$ cat src/rtl/lfsg_pkg.sv
package lfsg_pkg;
  localparam int ADDR_W = 16;

  localparam logic [7:0] CMD_WRITE_SP = 8'h0F;
  localparam logic [7:0] CMD_READ_SP  = 8'hAA;
  localparam logic [7:0] CMD_LOAD_SEC = 8'h5A;
  localparam logic [7:0] CMD_REFRESH  = 8'hA3;
  localparam logic [7:0] CMD_READ_MEM = 8'hF0;

  localparam logic [ADDR_W-1:0] SECRET_BASE = 16'h0080;
  localparam logic [ADDR_W-1:0] ADDR_LIMIT  = 16'h0090;
  localparam logic [ADDR_W-1:0] PAGE1_BASE  = 16'h0020;

  localparam logic [7:0] RESP_OK   = 8'hAA;
  localparam logic [7:0] RESP_FAIL = 8'hFF;

  typedef enum logic [2:0] {
    ST_IDLE, ST_AUTH0, ST_AUTH1, ST_AUTH2, ST_BUSY
  } gate_state_e;

  // Status byte: bit7 AA, bit6 one, bit5 partial flag, bits 4..0 ones.
  function automatic logic [7:0] status_byte(input logic aa, input logic pf);
    return {aa, 1'b1, pf, 5'b11111};
  endfunction

  function automatic logic [7:0] auth_expect(input logic [ADDR_W-1:0] ta,
                                             input logic aa, input logic pf,
                                             input logic [1:0] idx);
    logic [7:0] b;
    case (idx)
      2'd0:    b = {ta[7:3], 3'b000};
      2'd1:    b = ta[15:8];
      default: b = status_byte(aa, pf);
    endcase
    return b;
  endfunction

  function automatic logic cmd_keeps_lfs(input logic [7:0] code);
    return (code == CMD_READ_SP) || (code == CMD_READ_MEM) || (code == CMD_LOAD_SEC);
  endfunction

  function automatic logic copy_allowed(input logic en, input logic [ADDR_W-1:0] ta,
                                        input logic sec_wp, input logic mem_wp,
                                        input logic pg0_wp);
    logic ok;
    if (!en) ok = (ta == SECRET_BASE) && !sec_wp;
    else     ok = (ta < SECRET_BASE) && !mem_wp && !(pg0_wp && (ta < PAGE1_BASE));
    return ok;
  endfunction
endpackage

$ cat src/rtl/lfsg_state_track.sv
module lfsg_state_track
  import lfsg_pkg::*;
(
  input  logic              clk,
  input  logic              rst_n,
  input  logic              cmd_stb,
  input  logic [7:0]        cmd_byte,
  input  logic              addr_stb,
  input  logic [ADDR_W-1:0] addr_in,
  input  logic              set_aa,
  output logic [ADDR_W-1:0] ta_q,
  output logic              aa_q,
  output logic              en_q
);
  logic [7:0] last_cmd;
  logic       addr_cmd;
  logic       addr_take;

  assign addr_cmd  = (last_cmd == CMD_WRITE_SP) || (last_cmd == CMD_REFRESH);
  assign addr_take = addr_stb && addr_cmd && (addr_in < ADDR_LIMIT);

  always_ff @(posedge clk or negedge rst_n) begin
    if (!rst_n) begin
      last_cmd <= 8'h00;
      ta_q     <= '0;
      aa_q     <= 1'b0;
      en_q     <= 1'b0;
    end else begin
      if (cmd_stb) begin
        last_cmd <= cmd_byte;
        if (!cmd_keeps_lfs(cmd_byte)) en_q <= 1'b0;
      end
      if (addr_take) begin
        ta_q <= {addr_in[ADDR_W-1:3], 3'b000};
        aa_q <= 1'b0;
        en_q <= (last_cmd == CMD_REFRESH) && (addr_in < SECRET_BASE);
      end
      if (set_aa) aa_q <= 1'b1;
    end
  end
endmodule

$ cat src/rtl/lfsg_auth_match.sv
module lfsg_auth_match (
  input  logic       clk,
  input  logic       rst_n,
  input  logic       start,
  input  logic       auth_stb,
  input  logic [7:0] auth_byte,
  input  logic [7:0] exp_byte,
  output logic       all_ok
);
  logic miss_q;
  logic byte_ok;

  assign byte_ok = (auth_byte == exp_byte);
  assign all_ok  = !miss_q && byte_ok;

  always_ff @(posedge clk or negedge rst_n) begin
    if (!rst_n)        miss_q <= 1'b0;
    else if (start)    miss_q <= 1'b0;
    else if (auth_stb && !byte_ok) miss_q <= 1'b1;
  end
endmodule

$ cat src/rtl/lfsg_prog_timer.sv
module lfsg_prog_timer #(
  parameter int PROG_CYCLES = 5000
) (
  input  logic clk,
  input  logic rst_n,
  input  logic load,
  output logic expired
);
  localparam int CNT_W = $clog2(PROG_CYCLES + 1);
  logic [CNT_W-1:0] cnt;

  assign expired = (cnt == '0);

  always_ff @(posedge clk or negedge rst_n) begin
    if (!rst_n)            cnt <= '0;
    else if (load)         cnt <= CNT_W'(PROG_CYCLES - 1);
    else if (cnt != '0)    cnt <= cnt - 1'b1;
  end
endmodule

$ cat src/rtl/lfs_copy_gate.sv
module lfs_copy_gate
  import lfsg_pkg::*;
#(
  parameter int PROG_CYCLES = 5000
) (
  input  logic        clk,
  input  logic        rst_n,
  input  logic        bus_reset,
  input  logic        cmd_stb,
  input  logic [7:0]  cmd_byte,
  input  logic        addr_stb,
  input  logic [15:0] addr_in,
  input  logic        auth_stb,
  input  logic [7:0]  auth_byte,
  input  logic        pf_flag,
  input  logic        secret_wp,
  input  logic        mem_wp,
  input  logic        page0_wp,
  output logic        copy_start,
  output logic        copy_to_secret,
  output logic        busy,
  output logic        resp_stb,
  output logic [7:0]  resp_byte,
  output logic        aa_flag,
  output logic        en_lfs,
  output logic [15:0] target_addr
);
  gate_state_e state;
  logic        idle;
  logic        in_auth;
  logic        lfs_begin;
  logic        last_auth;
  logic        accept_evt;
  logic        reject_evt;
  logic        pattern_ok;
  logic        permit;
  logic        timer_done;
  logic [1:0]  auth_idx;
  logic [7:0]  exp_byte;

  assign idle      = (state == ST_IDLE);
  assign in_auth   = (state == ST_AUTH0) || (state == ST_AUTH1) || (state == ST_AUTH2);
  assign lfs_begin = idle && cmd_stb && (cmd_byte == CMD_LOAD_SEC);
  assign auth_idx  = (state == ST_AUTH0) ? 2'd0 : (state == ST_AUTH1) ? 2'd1 : 2'd2;
  assign exp_byte  = auth_expect(target_addr, aa_flag, pf_flag, auth_idx);
  assign permit    = copy_allowed(en_lfs, target_addr, secret_wp, mem_wp, page0_wp);
  assign last_auth = (state == ST_AUTH2) && auth_stb && !bus_reset;
  assign accept_evt = last_auth && pattern_ok && permit;
  assign reject_evt = last_auth && !(pattern_ok && permit);
  assign busy      = (state == ST_BUSY);

  lfsg_state_track u_track (
    .clk      (clk),
    .rst_n    (rst_n),
    .cmd_stb  (cmd_stb && idle),
    .cmd_byte (cmd_byte),
    .addr_stb (addr_stb && idle),
    .addr_in  (addr_in),
    .set_aa   (accept_evt),
    .ta_q     (target_addr),
    .aa_q     (aa_flag),
    .en_q     (en_lfs)
  );

  lfsg_auth_match u_match (
    .clk       (clk),
    .rst_n     (rst_n),
    .start     (lfs_begin),
    .auth_stb  (auth_stb && in_auth),
    .auth_byte (auth_byte),
    .exp_byte  (exp_byte),
    .all_ok    (pattern_ok)
  );

  lfsg_prog_timer #(.PROG_CYCLES(PROG_CYCLES)) u_timer (
    .clk     (clk),
    .rst_n   (rst_n),
    .load    (accept_evt),
    .expired (timer_done)
  );

  always_ff @(posedge clk or negedge rst_n) begin
    if (!rst_n) begin
      state          <= ST_IDLE;
      copy_start     <= 1'b0;
      copy_to_secret <= 1'b0;
      resp_stb       <= 1'b0;
      resp_byte      <= RESP_FAIL;
    end else begin
      copy_start <= 1'b0;
      resp_stb   <= 1'b0;
      case (state)
        ST_IDLE: if (lfs_begin) state <= ST_AUTH0;
        ST_AUTH0, ST_AUTH1: begin
          if (bus_reset)     state <= ST_IDLE;
          else if (auth_stb) state <= (state == ST_AUTH0) ? ST_AUTH1 : ST_AUTH2;
        end
        ST_AUTH2: begin
          if (bus_reset) state <= ST_IDLE;
          else if (accept_evt) begin
            state          <= ST_BUSY;
            copy_start     <= 1'b1;
            copy_to_secret <= !en_lfs;
          end else if (reject_evt) begin
            state     <= ST_IDLE;
            resp_stb  <= 1'b1;
            resp_byte <= RESP_FAIL;
          end
        end
        ST_BUSY: if (timer_done) begin
          state     <= ST_IDLE;
          resp_stb  <= 1'b1;
          resp_byte <= RESP_OK;
        end
        default: state <= ST_IDLE;
      endcase
    end
  end
endmodule

$ cat config.mk
export PLATFORM = sky130hd
export DESIGN_NAME = lfs_copy_gate
export DESIGN_NICKNAME = d
export VERILOG_FILES = /design/src/rtl/lfsg_pkg.sv /design/src/rtl/lfsg_state_track.sv /design/src/rtl/lfsg_auth_match.sv /design/src/rtl/lfsg_prog_timer.sv /design/src/rtl/lfs_copy_gate.sv
export SDC_FILE = /design/constraint.sdc
export NUM_CORES = 1
export LEC_CHECK = 0
export ABC_AREA = 1
export BUFFER_PORTS_ARGS = -buffer_cell sky130_fd_sc_hd__buf_2
export CAP_MARGIN = 20
export CORE_MARGIN = 3
export CORE_UTILIZATION = 53
export CTS_CLUSTER_DIAMETER = 80
export CTS_CLUSTER_SIZE = 10
export DETAILED_ROUTE_END_ITERATION = 6
export GPL_ROUTABILITY_DRIVEN = 0
export HOLD_SLACK_MARGIN = 0.06
export PLACE_DENSITY = 0.8
export SLEW_MARGIN = 30
export SYNTH_ARGS = -nofsm -noshare
export SYNTH_HDL_FRONTEND = slang
export SYNTH_SLANG_ARGS = --single-unit
$ cat constraint.sdc
create_clock -name clk -period 2.5 [get_ports clk]
set_clock_uncertainty 0.15 [all_clocks]
set_input_delay 0.5 -clock clk [delete_from_list [all_inputs] [get_ports clk]]
set_output_delay 0.5 -clock clk [all_outputs]
set_load 0.1 [all_outputs]
[After elaboration in Yosys (flattened, before gate mapping)]
Cells that the tools add are included.
Operators by class
  eq/ne operators: 20
  add/subtract/negate cells: 1
  bitwise logic cells: 1
  reduce and logical (&&, ||, !) cells: 46
  order comparisons: 4
  muxes and demuxes: 35
Operator list (number)
  16-bit by 8-bit < comparator with 1-bit output, second input constant: 3
  8-bit 2-to-1 mux: 4
  8-bit one-hot mux with 2 select lines: 2
  13-bit 2-to-1 mux: 2
  8-bit equality test, second input constant: 3
  3-bit 2-to-1 mux: 7
  1-bit logical AND: 19
  16-bit by 6-bit < comparator with 1-bit output, second input constant: 1
  1-bit 2-to-1 mux: 16
  13-bit by 5-bit equality test with 1-bit output, second input constant: 1
  13-bit zero test: 1
  13-bit nonzero test: 1
  13-bit by 1-bit subtractor with 13-bit output, second input constant: 1
  3-bit one-hot mux with 4 select lines: 1
  2-bit nonzero test: 5
  8-bit by 4-bit equality test with 1-bit output, second input constant: 1
  8-bit by 7-bit equality test with 1-bit output, second input constant: 1
  8-bit equality test: 1
  1-bit zero test: 8
  3-bit by 2-bit equality test with 1-bit output, second input constant: 2
  2-bit by 1-bit inequality test with 1-bit output, second input constant: 3
  2-bit inequality test, second input constant: 3
  1-bit logical OR: 5
  5-bit AND reduction: 1
  other kinds (14): 15
Word-level totals
  flip-flop bits (word level): 51
  logic and storage cells: 118
  output and inout port bits: 30
  input port bits: 42

[Depth between registers and ports, before layout]
  depth after elaboration: 14
  gate-level depth with buffers: 14

[Hierarchy]
A second synthesis with hierarchy kept.
Second synthesis, totals
  cells, all modules: 401
  area, all modules: 2857.7 um^2
Modules (own cells, without submodules)
  lfsg_state_track: area each 1061.0 um^2, sequential area each 575.6 um^2, times used 1, cells each 131
  lfsg_prog_timer: area each 862.1 um^2, sequential area each 325.3 um^2, times used 1, cells each 113
  lfs_copy_gate: area each 747.0 um^2, sequential area each 176.4 um^2, times used 1, cells each 118
  lfsg_auth_match: area each 187.7 um^2, sequential area each 25.0 um^2, times used 1, cells each 39

[Worst setup path before layout]
No wires, ideal clock.
  path kind: register to register
  start: register state[1]
  end: register state[0]
  required time: 2.273 ns
  cell stages (with the launch flop): 11
  slack: -0.370 ns
  arrival: 2.643 ns
  path through: dfrtp_1 > clkbuf_4 > nor2_1 > inv_1 > nor2_1 > inv_1 > nor2_1 > inv_1 > nand3_1 > nand2_1 > o21ai_1
RTL lines
  from (decl): RTL line lfs_copy_gate.sv:28  | gate_state_e state;
  from (signal assigned): RTL line lfs_copy_gate.sv:96  | else if (auth_stb) state <= (state == ST_AUTH0) ? ST_AUTH1 : ST_AUTH2;
  3-bit equality test *
  net busy: RTL line lfs_copy_gate.sv:21  | output logic busy,
  2-bit by 1-bit inequality test with 1-bit output (no source line)
  4-bit AND reduction (no source line)
The timed path passes the listed nets; every way through them passes the cells marked *. The select of a mux whose other input is x is not followed.
A chain may end at the register's enable or synchronous reset.

[Final worst setup path]
  start: register state[0]
  end: output busy
On the way
  word-level cells in the longest chain between the ends: 1
RTL lines
  3-bit equality test: RTL line lfs_copy_gate.sv:50  | assign busy = (state == ST_BUSY);
  to (decl): RTL line lfs_copy_gate.sv:21
No other way between the ends.

==> metrics.md <==
| Metric | Value |
|---|---|
| Drt total wl | 5.946 mm |
| Largest family of logic cells by synthesized area | simple AND/OR/NAND/NOR gates |
| Final Cycle Share | 0.9197 |
| Max transition margin | 0.6461 |
| TritonCTS buffer count | 5 |
| Multi-input logic area | 1249 um2 |
| CORE AREA | 4817 um2 |
| Setup TNS | 0 ps |
| Reg clk slew, reported paths | 80 ps |
| Pwr dens | 456.6 nW/um2 |
| Hold Crit Endpoint | u_track.ta_q[3] |
| Hold_ws | 246.7 ps |
| Global-route wire length before repair | 10.47 mm |
| N_diodes | 0 |
| Cells after synthesis | 365 |
| Async SR Flop Fraction | 1.000 |
| Share of cells above drive strength 1 | 0.2266 |
| Synthesized area | 2688 um2 |
| Post-synth EDFFs | 0 |
| Overflow after GRT | 0 |
| Mean area per synthesized cell | 7.363 um2 |
| Die X | 77.21 um |
| Status | complete, no violations |
| CTS tree | done |
| CP required | 1850 ps |
| Critical R2R Launch | state[2] |
| Fmax | 0.4349 GHz |
| IO Count | 72 |
| HPWL Detailed | 4.617 mm |
| Worst r2r path cells | 12 |
| Full die area | 5961 um2 |
| Max Buffers Root-to-Sink | 2 |
| Min cycle time layout | 2299 ps |
| Vias per cell | 5.044 |
| Rows | 25 |
| Initial antenna violation count | 0 |
| Mux cell area share after synthesis | 0 |
| CTS Sinks | 44 |
| Initial DRC Count | 243 |
| Hold Vio Cnt, Final | 0 |
| Setup crit end kind | output pin |
| Initial Utilization | 0.5579 |
| Startpoint types | flip-flop |
| RSZ-0062 raised after global routing | no |
| Final nets | 470 |
| Share of the synthesized area in compound gates (AO/OA/AOI/OAI) | 0.03585 |
| WL/cell | 12.01 um |
| R2R Setup Slk | 200 ps |
| Vias in the first global route | 2,405 |
| Worst slew pin tran | 530.9 ps |
| Netlist cell types | 37 |
| Global-route usage over all layers | 0.2136 |
| Predominant post-synthesis flop cell | dfrtp_1 |
| Synthesized-area fraction occupied by adder cells | 0.004655 |
| Maximum vdd drop | 0.3757 mV |
| Endpoints failing setup | 0 |
| Die height | 77.21 um |
| Top fanout value on the critical path | 9 |
| Worst hold-check path type | input pin to flip-flop |
| Largest net degree at the start of global routing | 25 |
| Critical path class | flip-flop to output pin |
| # port buffers | 61 |
| FF/Latch Area | 1102 um2 |
| WHS Path Cells | 3 |
| Post-Synth XOR/XNOR Area | 0.02933 |
| Clock Tree Root | clkbuf_8 |
| #FFs+latches synth | 44 |
| Post-route ant nets | 0 |
| Synth Area in Simple Gates | 0.3841 |
| HP Start | addr_in[3] |
| RR Endpoint | copy_to_secret |
| Vias post-DR | 2,497 |
| Fill cells | 451 |
| P_leak | 1.731 nW |
| Worst skew pair latency | 290 ps |
| Area Overhead vs Synth | 16.43% |
| Clock H-tree levels | 2 |
| WP data arrival | 1650 ps |
| First drt pass iteration count | 4 |
| Seq/Total Area, Yosys | 0.4101 |
| Synthesis Warnings | 0 |
| Residual DRC | 0 |
| Slew Viols, Final | 0 |
| Max-Cap Viols | 0 |
## critical path: stages (launching register included)
cell and delay, ps:
dfrtp_1 530, nor2_1 190, inv_1 90, nor2_2 110, buf_2 440
## flip-flops by register name (all words and copies together) (netlist names)
| signal | cells |
|---|---|
| copy_to_secret | 1 |
| copy_start | 1 |
| u_track.aa_q | 1 |
| u_track.ta_q | 13 |
| u_track.last_cmd | 8 |
| state | 3 |
| u_track.en_q | 1 |
| u_timer.cnt | 13 |
| resp_stb | 1 |
| u_match.miss_q | 1 |
| resp_byte | 1 |
## layout by cell type (no fill, tap or decap), drive strengths merged, types with 2 or more instances in the layout
cell	instances
nand3b	3
nor4	2
nor2	49
nor3	7
inv	57
o21ai	11
xor2	6
or2	3
nand4	25
nand2	99
a21oi	4
dfrtp	43
conb	7
clkbuf	7
buf	65
xnor2	3
nand3	29
## synth_stat cells, types with 3 or more instances
cell | count | share of area
dfrtp_1 | 43 | 0.40
nand2_1 | 94 | 0.13
inv_2 | 3 | 0.0042
o21ai_0 | 9 | 0.017
a21oi_1 | 4 | 0.0074
nor2_1 | 47 | 0.066
or2_2 | 3 | 0.0070
xor2_1 | 6 | 0.020
nand4_1 | 23 | 0.054
nand2_2 | 4 | 0.0093
inv_1 | 53 | 0.074
buf_4 | 10 | 0.028
nand3b_1 | 3 | 0.0084
xnor2_1 | 3 | 0.0098
nand3_1 | 23 | 0.043
nand3_2 | 5 | 0.019
nor3_1 | 7 | 0.013
buf_6 | 3 | 0.013
## layout make-up
class | instances | area share
Clock buffer | 7 | 0.03079
Clock inverter | 1 | 0.009596
Inverter | 58 | 0.07117
Multi-Input combinational cell | 252 | 0.3990
Sequential cell | 44 | 0.3523
Tap cell | 67 | 0.02679
Timing Repair Buffer | 66 | 0.1104
## what timing repair did
action	4_1_cts	5_1_grt
gates resized for setup	0	0
hold buffers	1	0
setup endpoints to repair	0	1
buffers inserted	0	0
endpoints found under the hold margin	21	0
## worst max-delay path by stage
stage | endpoint | from | cells after the start | slack [ps]
after floorplan | state[0] | state[1] | 10 | 150
after global placement | u_timer.cnt[11] | state[2] | 12 | 270
after detailed placement | copy_to_secret | state[2] | 12 | 210
after CTS | busy | state[0] | 4 | 190
after global routing | u_timer.cnt[3] | state[2] | 12 | 0.7
final | busy | state[0] | 4 | 200
## cells by family after synthesis
| group | count (synthesis) |
|---|---|
| simple gates | 217 |
| buf+inv | 74 |
| flops | 44 |
| compound gates | 18 |
| xor+xnor | 9 |
| other cells | 2 |
| fa+ha+maj | 1 |
## metal layers
layer / GRT usage / share of wire / vias up
li1: - / - / 1257
met1: 0.2767 / 0.46 / 1175
met2: 0.3653 / 0.49 / 59
met3: 0.04343 / 0.046 / 6
met4: 0.05160 / 0.0086 / 0
met5: 0 / 0 / -
## where the power goes
part           leakage (nW)  switching [mW]  internal [mW]  total, mW
Combinational          1.15          0.0946         0.0365      0.131
Sequential            0.519               0          0.711      0.711
Clock                0.0645           0.234          0.353      0.587
Total                  1.73           0.329           1.10       1.43
## stage by stage
step / util / power [mW] / area, um2 / worst slack [ps] / cells
global route: 0.6496 / 1.489 / 3129 / 0.6504 / 495
detailed placement: 0.6213 / 0.8553 / 2993 / 210.2 / 486
global placement: 0.6213 / 0.8526 / 2993 / 266.3 / 486
floorplan: - / 0.8085 / 2709 / 154.5 / 370
CTS: 0.6496 / 1.440 / 3129 / 191.4 / 495
finish: 0.6496 / 1.429 / 3129 / 200.8 / 495
No activity file was read; power rests on OpenSTA's default activity.
